<file path="src/rtl/pwm_dma_pkg.sv">
// Package pwm_dma_pkg
// Shared types for the memory-fed PWM bank.
// Assumes: nothing beyond standard SystemVerilog.
package pwm_dma_pkg;

    // Read engine state: waiting for a start condition, or walking the words of a set.
    typedef enum logic {
        FETCH_IDLE = 1'b0,
        FETCH_BUSY = 1'b1
    } fetch_state_e;

    // Number of compare values packed into one read word.
    localparam int VALS_PER_WORD = 2;

endpackage

</file>
<file path="src/rtl/pwm_dma_timebase.sv">
// Module pwm_dma_timebase
// Shared period counter. It counts 0 .. top-1 while the registered run flag is
// high and holds at 0 otherwise. It flags the last cycle (wrap) and the first
// cycle (first) of every period.
// Assumes: a top_count of 0 acts as 1; top_count may change at any time, and
// the counter then wraps as soon as it reaches or passes the new last value.
module pwm_dma_timebase #(
    parameter int CW = 16
) (
    input  logic          clk,
    input  logic          rst_n,
    input  logic          run,
    input  logic [CW-1:0] top_count,
    output logic          run_q,
    output logic [CW-1:0] cnt,
    output logic          wrap,
    output logic          first
);

    logic [CW-1:0] last_val;

    // Last count value of a period; a zero top is treated as a one-cycle period.
    always_comb last_val = (top_count == '0) ? '0 : top_count - 1'b1;

    assign wrap  = run_q && (cnt >= last_val);
    assign first = run_q && (cnt == '0);

    // Register run and advance or clear the period counter.
    always_ff @(posedge clk) begin
        if (!rst_n) begin
            run_q <= 1'b0;
            cnt   <= '0;
        end else begin
            run_q <= run;
            if (!run_q || wrap) begin
                cnt <= '0;
            end else begin
                cnt <= cnt + 1'b1;
            end
        end
    end

    // a period that reaches its last cycle restarts at zero.
    a_r2_wrap_to_zero: assert property (@(posedge clk) disable iff (!rst_n)
        wrap |=> (cnt == '0));

endmodule

</file>
<file path="src/rtl/pwm_dma_fetch.sv">
// Module pwm_dma_fetch
// Read engine and shadow set. It walks NW word addresses from base_addr,
// storing each accepted word in the shadow set. A complete set raises a valid
// flag. At a boundary the set is handed over (load) if it is valid or if its
// last word arrives in that very cycle. The handover clears the flag, and a
// new fetch starts once the engine is idle with no valid set.
// Assumes: base_addr is stable while a fetch is in progress; rd_data is valid
// in the cycle where rd_req and rd_ack are both high.
module pwm_dma_fetch
    import pwm_dma_pkg::*;
#(
    parameter int NW = 6,
    parameter int DW = 32,
    parameter int AW = 16
) (
    input  logic             clk,
    input  logic             rst_n,
    input  logic             run_q,
    input  logic             boundary,
    input  logic [AW-1:0]    base_addr,
    input  logic             rd_ack,
    input  logic [DW-1:0]    rd_data,
    output logic             rd_req,
    output logic [AW-1:0]    rd_addr,
    output logic             load,
    output logic [NW*DW-1:0] set_flat
);

    localparam int IW = (NW > 1) ? $clog2(NW) : 1;
    localparam logic [IW-1:0] LAST_IDX = IW'(NW - 1);

    fetch_state_e  state;
    logic [IW-1:0] idx;
    logic          set_valid;
    logic [DW-1:0] shadow      [NW];
    logic [DW-1:0] shadow_next [NW];
    logic          take;
    logic          last_take;

    assign rd_req    = (state == FETCH_BUSY);
    assign rd_addr   = base_addr + AW'(idx);
    assign take      = rd_req && rd_ack;
    assign last_take = take && (idx == LAST_IDX);
    assign load      = boundary && (set_valid || last_take);

    // Shadow set as it stands after this cycle's read, so a last-cycle word can pass straight through.
    always_comb begin
        for (int w = 0; w < NW; w++) begin
            shadow_next[w] = shadow[w];
        end
        if (take) begin
            shadow_next[idx] = rd_data;
        end
    end

    // Flatten the shadow set for the channel bank.
    for (genvar w = 0; w < NW; w++) begin : g_flat
        assign set_flat[w*DW +: DW] = shadow_next[w];
    end

    // Store accepted words into the shadow set.
    always_ff @(posedge clk) begin
        if (!rst_n) begin
            for (int w = 0; w < NW; w++) begin
                shadow[w] <= '0;
            end
        end else if (take) begin
            shadow[idx] <= rd_data;
        end
    end

    // Sequence the word reads of one set.
    always_ff @(posedge clk) begin
        if (!rst_n) begin
            state <= FETCH_IDLE;
            idx   <= '0;
        end else begin
            case (state)
                FETCH_IDLE: begin
                    if (!set_valid && run_q) begin
                        state <= FETCH_BUSY;
                        idx   <= '0;
                    end
                end
                FETCH_BUSY: begin
                    if (take) begin
                        if (idx == LAST_IDX) begin
                            state <= FETCH_IDLE;
                        end else begin
                            idx <= idx + 1'b1;
                        end
                    end
                end
                default: state <= FETCH_IDLE;
            endcase
        end
    end

    // Track whether a complete set is waiting for a boundary.
    always_ff @(posedge clk) begin
        if (!rst_n) begin
            set_valid <= 1'b0;
        end else if (load) begin
            set_valid <= 1'b0;
        end else if (last_take) begin
            set_valid <= 1'b1;
        end
    end

    // an unacknowledged request stays up with the same address.
    a_r5_hold_request: assert property (@(posedge clk) disable iff (!rst_n)
        (rd_req && !rd_ack) |=> (rd_req && $stable(rd_addr)));

    // a handed-over set is followed by a new fetch in the next cycle.
    a_r6_prefetch_after_load: assert property (@(posedge clk) disable iff (!rst_n)
        ($fell(set_valid) && run_q) |=> rd_req);

endmodule

</file>
<file path="src/rtl/pwm_dma_chan.sv">
// Module pwm_dma_chan
// Active compare registers and comparators. On load, all channels take their
// new value together from the flattened set. Channel i reads bits
// [i*CW +: CW], which puts channel 2k in the low half of word k. Each output
// is high while the shared count is below its compare value.
// Assumes: load is raised only in the last cycle of a period.
module pwm_dma_chan #(
    parameter int NCH = 12,
    parameter int CW  = 16
) (
    input  logic              clk,
    input  logic              rst_n,
    input  logic              run_q,
    input  logic [CW-1:0]     cnt,
    input  logic              load,
    input  logic [NCH*CW-1:0] set_flat,
    output logic [NCH-1:0]    pwm
);

    logic [NCH*CW-1:0] act_flat;

    // Copy the whole shadow set into the active registers at a boundary.
    always_ff @(posedge clk) begin
        if (!rst_n) begin
            act_flat <= '0;
        end else if (load) begin
            act_flat <= set_flat;
        end
    end

    // One comparator per channel against the shared count.
    for (genvar i = 0; i < NCH; i++) begin : g_cmp
        assign pwm[i] = run_q && (cnt < act_flat[i*CW +: CW]);
    end

    // active values only ever change when the counter has just restarted.
    a_r7_update_at_start: assert property (@(posedge clk) disable iff (!rst_n)
        !$stable(act_flat) |-> (cnt == '0));

endmodule

</file>
<file path="src/rtl/pwm_dma_bank.sv">
// Module pwm_dma_bank
// Top level of the memory-fed double-buffered PWM bank: period counter,
// read engine with shadow set, and channel comparators.
// Assumes: NCH is even (two compare values per read word); base_addr is held
// while a fetch is in progress.
module pwm_dma_bank
    import pwm_dma_pkg::*;
#(
    parameter int NCH = 12,
    parameter int CW  = 16,
    parameter int AW  = 16
) (
    input  logic                       clk,
    input  logic                       rst_n,
    input  logic                       run,
    input  logic [CW-1:0]              top_count,
    input  logic [AW-1:0]              base_addr,
    output logic                       rd_req,
    output logic [AW-1:0]              rd_addr,
    input  logic                       rd_ack,
    input  logic [VALS_PER_WORD*CW-1:0] rd_data,
    output logic                       period_start,
    output logic [NCH-1:0]             pwm
);

    localparam int DW = VALS_PER_WORD * CW;
    localparam int NW = NCH / VALS_PER_WORD;

    logic          run_q;
    logic [CW-1:0] cnt;
    logic          wrap;
    logic          load;
    logic [NW*DW-1:0] set_flat;

    pwm_dma_timebase #(.CW(CW)) u_timebase (
        .clk       (clk),
        .rst_n     (rst_n),
        .run       (run),
        .top_count (top_count),
        .run_q     (run_q),
        .cnt       (cnt),
        .wrap      (wrap),
        .first     (period_start)
    );

    pwm_dma_fetch #(.NW(NW), .DW(DW), .AW(AW)) u_fetch (
        .clk       (clk),
        .rst_n     (rst_n),
        .run_q     (run_q),
        .boundary  (wrap),
        .base_addr (base_addr),
        .rd_ack    (rd_ack),
        .rd_data   (rd_data),
        .rd_req    (rd_req),
        .rd_addr   (rd_addr),
        .load      (load),
        .set_flat  (set_flat)
    );

    pwm_dma_chan #(.NCH(NCH), .CW(CW)) u_chan (
        .clk      (clk),
        .rst_n    (rst_n),
        .run_q    (run_q),
        .cnt      (cnt),
        .load     (load),
        .set_flat (set_flat),
        .pwm      (pwm)
    );

    // a low run input forces every output low from the next cycle.
    a_r10_idle_low: assert property (@(posedge clk) disable iff (!rst_n)
        !run |=> (pwm == '0));

endmodule

</file>
<file path="config.mk">
export PLATFORM = sky130hd
export DESIGN_NAME = pwm_dma_bank
export DESIGN_NICKNAME = d
export VERILOG_FILES = /design/src/rtl/pwm_dma_pkg.sv /design/src/rtl/pwm_dma_timebase.sv /design/src/rtl/pwm_dma_fetch.sv /design/src/rtl/pwm_dma_chan.sv /design/src/rtl/pwm_dma_bank.sv
export SDC_FILE = /design/constraint.sdc
export NUM_CORES = 1
export LEC_CHECK = 0
export BUFFER_PORTS_ARGS = -buffer_cell sky130_fd_sc_hd__buf_2
export CAP_MARGIN = 25
export CORE_MARGIN = 4
export CORE_UTILIZATION = 62
export CTS_CLUSTER_DIAMETER = 120
export CTS_CLUSTER_SIZE = 12
export DETAILED_ROUTE_END_ITERATION = 7
export GPL_ROUTABILITY_DRIVEN = 0
export HOLD_SLACK_MARGIN = 0.06
export MAX_ROUTING_LAYER = met4
export PLACE_DENSITY = 0.78
export SKIP_LAST_GASP = 1
export SLEW_MARGIN = 15
export SYNTH_ARGS = -nofsm -noshare
export SYNTH_HDL_FRONTEND = slang
export SYNTH_SLANG_ARGS = --single-unit
</file>
<file path="constraint.sdc">
create_clock -name clk -period 5.2 [get_ports clk]
set_clock_uncertainty 0.05 [all_clocks]
set_input_delay 0.26 -clock clk [delete_from_list [all_inputs] [get_ports clk]]
set_output_delay 0.26 -clock clk [all_outputs]
set_load 0.05 [all_outputs]
</file>
=== Yosys cells after proc, flatten, opt, wreduce, memory -nomap -nowiden ===
Memories as Yosys holds them, arrays and structs flattened.
Cells that the tools add are included.

* Register bits: 214
* Memories: 1
* Bits in latches: 0
* Bits in read-only memories: 0
* RAM bits: 192
* Word-level logic and storage cells: 82
* Output and inout port bits: 30
* Input bits: 68

* Multiplexer cells: 20
* Equality and inequality tests: 4
* Div/mod/pow operators: 0
* Add/subtract/negate cells: 4
* Bitwise logic cells: 3
* Shift operators: 0
* Reduce and logical (&&, ||, !) cells: 29
* $mul: 0
* Magnitude comparators: 15

{| class="wikitable"
|+ Memory list
! memory !! words !! width !! rd ports !! clocked after memory_dff !! wr ports !! line !! text
|-
| u_fetch.shadow || 6 || 32 || 6 || 0 || 6 || pwm_dma_fetch.sv:35 || <nowiki>logic [DW-1:0] shadow [NW];</nowiki>
|}

{| class="wikitable"
|+ Operator list
! operator !! number
|-
| bitwise mux 192 bit || 1
|-
| less-than comparator 16 bit || 12
|-
| two-way mux 192 bit || 1
|-
| demux 32 bit (select 3 bit) || 1
|-
| two-way mux 32 bit || 2
|-
| zero test 16 bit || 2
|-
| OR reduction 32 bit || 1
|-
| logical AND 1 bit || 19
|-
| adder 16 x 1 -> 16 bit (second input constant) || 1
|-
| adder 16 x 3 -> 16 bit || 1
|-
| >= comparator 16 bit || 1
|-
| two-way mux 16 bit || 1
|-
| subtractor 16 x 1 -> 16 bit (second input constant) || 1
|-
| two-way mux 3 bit || 4
|-
| two-way mux 1 bit || 8
|-
| one-hot mux 3 bit (2 select lines) || 1
|-
| >= comparator 4 bit (second input constant) || 1
|-
| less-than comparator 4 x 1 -> 1 bit (second input constant) || 1
|-
| != test 2 bit (second input constant) || 2
|-
| NOT 3 -> 4 bit || 1
|-
| OR reduction 2 bit || 2
|-
| adder 3 x 1 -> 3 bit (second input constant) || 1
|-
| equality test 3 bit (second input constant) || 1
|-
| AND reduction 3 bit || 1
|-
| other kinds (5) || 8
|}

=== Logic depth before layout (Yosys ltp) ===
* Depth in word-level cells: 7
* Mapped depth: 15
* Gate-level depth less buffers: 13

=== Hierarchy ===
From an unflattened synthesis, not the netlist that was laid out.

* Cells, all modules: 2170
* Area, all modules: 22967.0 um^2

{| class="wikitable"
|+ Modules (own cells, without submodules)
! module !! area each (um^2) !! instances !! cells an instance
|-
| pwm_dma_chan || 11731.3 || 1 || 1245
|-
| pwm_dma_fetch || 9699.3 || 1 || 741
|-
| pwm_dma_timebase || 1536.5 || 1 || 184
|}

=== Worst setup path before layout ===
Ideal clock, no wire load.

* Kind: register -> register
* Start point: register u_fetch.state, in the netlist u_fetch.rd_req
* End point: memory u_fetch.shadow[4][0], enable pin
* Arrival time: 3463 ps
* Cell stages (with the launch flop): 5
* Setup time: 466 ps
* Path buffers: 0
* Period minus slack after synthesis: 3979 ps
* Path slack: 1221 ps
* Cells stage by stage: dfxtp_1 nand2_2 nor2_2 nand2_1 o21ai_0

{| class="wikitable"
|+ RTL lines
! item !! line !! text
|-
| start, declared || pwm_dma_fetch.sv:32 || <nowiki>fetch_state_e state;</nowiki>
|-
| start signal, assigned || pwm_dma_fetch.sv:75 || <nowiki>state <= FETCH_IDLE;</nowiki>
|-
| start signal, assigned || pwm_dma_fetch.sv:81 || <nowiki>state <= FETCH_BUSY;</nowiki>
|-
| start signal, assigned || pwm_dma_fetch.sv:88 || <nowiki>state <= FETCH_IDLE;</nowiki>
|-
| end, declared || pwm_dma_fetch.sv:35 ||
|}

=== Final worst setup path ===
* Start point: register u_timebase.cnt[9]
* End point: output pwm[5]

* Word-level cells in the longest chain between the ends: 2

{| class="wikitable"
|+ RTL lines
! item !! line !! text
|-
| start, declared || pwm_dma_timebase.sv:15 || <nowiki>output logic [CW-1:0] cnt,</nowiki>
|-
| start signal, assigned || pwm_dma_timebase.sv:38 || <nowiki>cnt <= cnt + 1'b1;</nowiki>
|-
| less-than comparator 16 bit || pwm_dma_chan.sv:33 || <nowiki>assign pwm[i] = run_q && (cnt < act_flat[i*CW +: CW]);</nowiki>
|-
| logical AND 1 bit || pwm_dma_chan.sv:33 ||
|-
| end, declared || pwm_dma_bank.sv:23 || <nowiki>output logic [NCH-1:0] pwm</nowiki>
|}

Every way passes these cells.

==> impl_metrics.ini <==
[power_and_ir_drop]
vdd_drop_max_uv = 264
total_power_mw = 6.43
leakage_nw = 10.5
powerDensity_nw_per_um2 = 273

[place]
port_buffers = 97
hpwlAfterDp_mm = 36.3
dp_cells = 2448

[min_path]
hold_path.class = input pin to register
min_path_cells = 3
min-delay-start = rd_data[16]
worstHoldEndpoint = u_chan.act_flat[48]

[flow_run]
drv_cap = 0

[setup_path]
crit_path_end_kind = primary output
crit_path_start_kind = register
crit_type = register to primary output
crit_fanout = 9
cp.required_ns = 4.89
reg2reg_slack_ns = 2.10
regToRegStartpoint = u_timebase.cnt[0]
cp_common_cell = a21o_1
ff2ff_path_depth = 9
crit_slowest_cell = dfxtp_1
arrival_ns = 3.53
rr_endpoint = u_chan.act_flat[74]
path_cells = buf_4 > ha_1 > a21o_1 > a21o_1 > a211oi_1 > o21bai_1 > a21o_1 > a221oi_1 > buf_2
critical_path.max_stage_delay_ns = 0.59

[cts]
cts_root_buf = clkbuf_16
htreeDepth = 2
clock_latency_ns = 0.54
clk_pin_slew_ns = 0.06
post_cts_buffers = 0
cts_buffer_depth = 3
cts_buffers = 39
cts_resized = 0
cts_tree = done
holdBufCountCts = 1
cts_sinks = 406

[layout]
area_growth_pct = 9.39
final_nets = 2313
nFillCells = 2597
num_antenna_cells = 0
finalNonFillerCells = 2523
layout-drive-gt1-share = 0.101

[die]
core-area_sq_um = 34400
dieArea_sq_um = 37800
io_pins = 98
die-height_um = 194
start_util = 0.627
rows = 68
die_x_um = 194

[detailed_routing]
vias = 15500
post_drt_wl_per_cell_um = 21.7
first_pass_iters = 5
via_per_inst = 6.13
drc = 0
ant_nets = 0
routed_wirelength_mm = 54.6
dr.first_iter.drc_count = 1272

[global_routing]
grt_max_degree = 65
grt_usage = 0.294
overflow = 0
grt_pass1_vias = 15900
grt_pass1_wl_mm = 87.0
antenna_found_initial = 0

[synth]
yosysMostFrequentCell = inv_1
synth-seq-area-share = 0.466
syn_area_per_cell_sq_um = 10.9
synth-seq-cells = 406
ys_top_cells_by_area = edfxtp_1 27%, dfxtp_1 20%, ha_1 12%, mux2i_1 9.1%, o2bb2ai_1 7.8%
synth_top_area_frac = 0.268
synth_area_leader_cell = edfxtp_1
synthesis.nets = 2255
async_flop_share = 0
synthesis.area_sq_um = 21500
ys.flop_type = dfxtp_1
yosysWarnings = 0
synth_cells = 1981
synth_cell_types = 55
ys_top_cells_by_count = 223 x inv_1, 214 x dfxtp_1, 205 x ha_1
synth-edff-count = 192

[sta]
hold_viol_final = 0
relSlewSlack = 0.280
drv_slew = 0
max_freq_mhz = 260
final.period_utilization = 0.739
setup_viol = 0
worst_pin_slew_ns = 1.08
fin_crit_ns = 3.84
tns_ns = 0
timing.hold.ws_ns = 0.0841
rsz0062_at_grt = false

[run_status]
outcome = complete, no violations
==> per-layer routing <==
metal  share of wire  routed length [um]  GRT usage
met1            0.42               23100      0.371
met2            0.49               26600      0.494
met3           0.054                2940     0.0340
met4           0.037                2020      0.103
met5               0                   0          -
==> placed cells by master, fill, tap and decap left out, types with 28 or more instances in the layout <==
cell type,count
a21o_1,66
and2_1,34
and3_1,39
buf_2,97
buf_4,31
clkbuf_1,28
clkbuf_16,41
dfxtp_1,214
edfxtp_1,192
ha_1,205
inv_1,223
mux2i_1,195
nand2_1,56
nand4_1,32
nor2_1,146
o2bb2ai_1,192
==> critical path, delay by kind of cell (launching register included) <==
family | cells | cell delay, ns
buf+inv | 2 | 0.69
compound gates | 6 | 1.42
flops | 1 | 0.59
fa+ha+maj | 1 | 0.28
==> flip-flops by register name, indices dropped and copies added (netlist names) <==
| signal | flops |
|---|---|
| u_timebase.cnt | 16 |
| u_fetch.shadow | 192 |
| u_fetch.set_valid | 1 |
| u_chan.act_flat | 192 |
| u_fetch.idx | 3 |
| u_fetch.rd_req | 1 |
| u_timebase.run_q | 1 |
==> cells by family (layout without fill, tap and decap cells) <==
family                     after synthesis  count (layout)  synth area share
xor gates and xnor gates                39              39            0.0159
DFF                                    406             406             0.466
buffers and inverters                  348             435            0.0738
adders and majority gates              206             206             0.120
and+or+nand+nor                        414             414            0.0968
muxes                                  195             195            0.0906
AOI/OAI and AO/OA                      373             373             0.137
==> worst max-delay path by stage <==
stage	end	cells after the start	slack [ns]	start
detailed placement	u_chan.act_flat[138]	13	1.09	top_count[5]
floorplan	u_fetch.shadow[4][0]	4	1.22	u_fetch.rd_req
global route	pwm[5]	9	1.20	u_timebase.cnt[9]
CTS	pwm[5]	9	1.31	u_timebase.cnt[9]
global placement	u_chan.act_flat[123]	15	0.74	top_count[5]
finish	pwm[5]	9	1.36	u_timebase.cnt[9]
==> final cells by class <==
| cell class | instances | area, sq um | area share |
|---|---|---|---|
| inverters | 223 | 837 | 0.0355 |
| clock buffers | 70 | 1140 | 0.0486 |
| repair buffers | 142 | 987 | 0.0419 |
| well taps | 455 | 569 | 0.0242 |
| flip-flops and latches | 406 | 10000 | 0.426 |
| multi-input cells | 1227 | 9980 | 0.423 |
==> where the power goes <==
part	leakage, nW	switching, mW	total [mW]	internal (mW)
Clock	0.546	1.18	2.66	1.48
Combinational	6.27	0.249	0.352	0.103
Sequential	3.71	0.0214	3.42	3.40
==> through the flow <==
stage | instance area, sq um | util | setup slack [ns]
2_1_floorplan | 21500 | - | 1.22
3_3_place_gp | 22300 | 0.649 | 0.739
3_5_place_dp | 22300 | 0.650 | 1.09
4_1_cts | 23500 | 0.683 | 1.31
5_1_grt | 23600 | 0.686 | 1.20
6_report | 23600 | 0.686 | 1.36
Note: power is estimated with default switching activity, not from simulation.
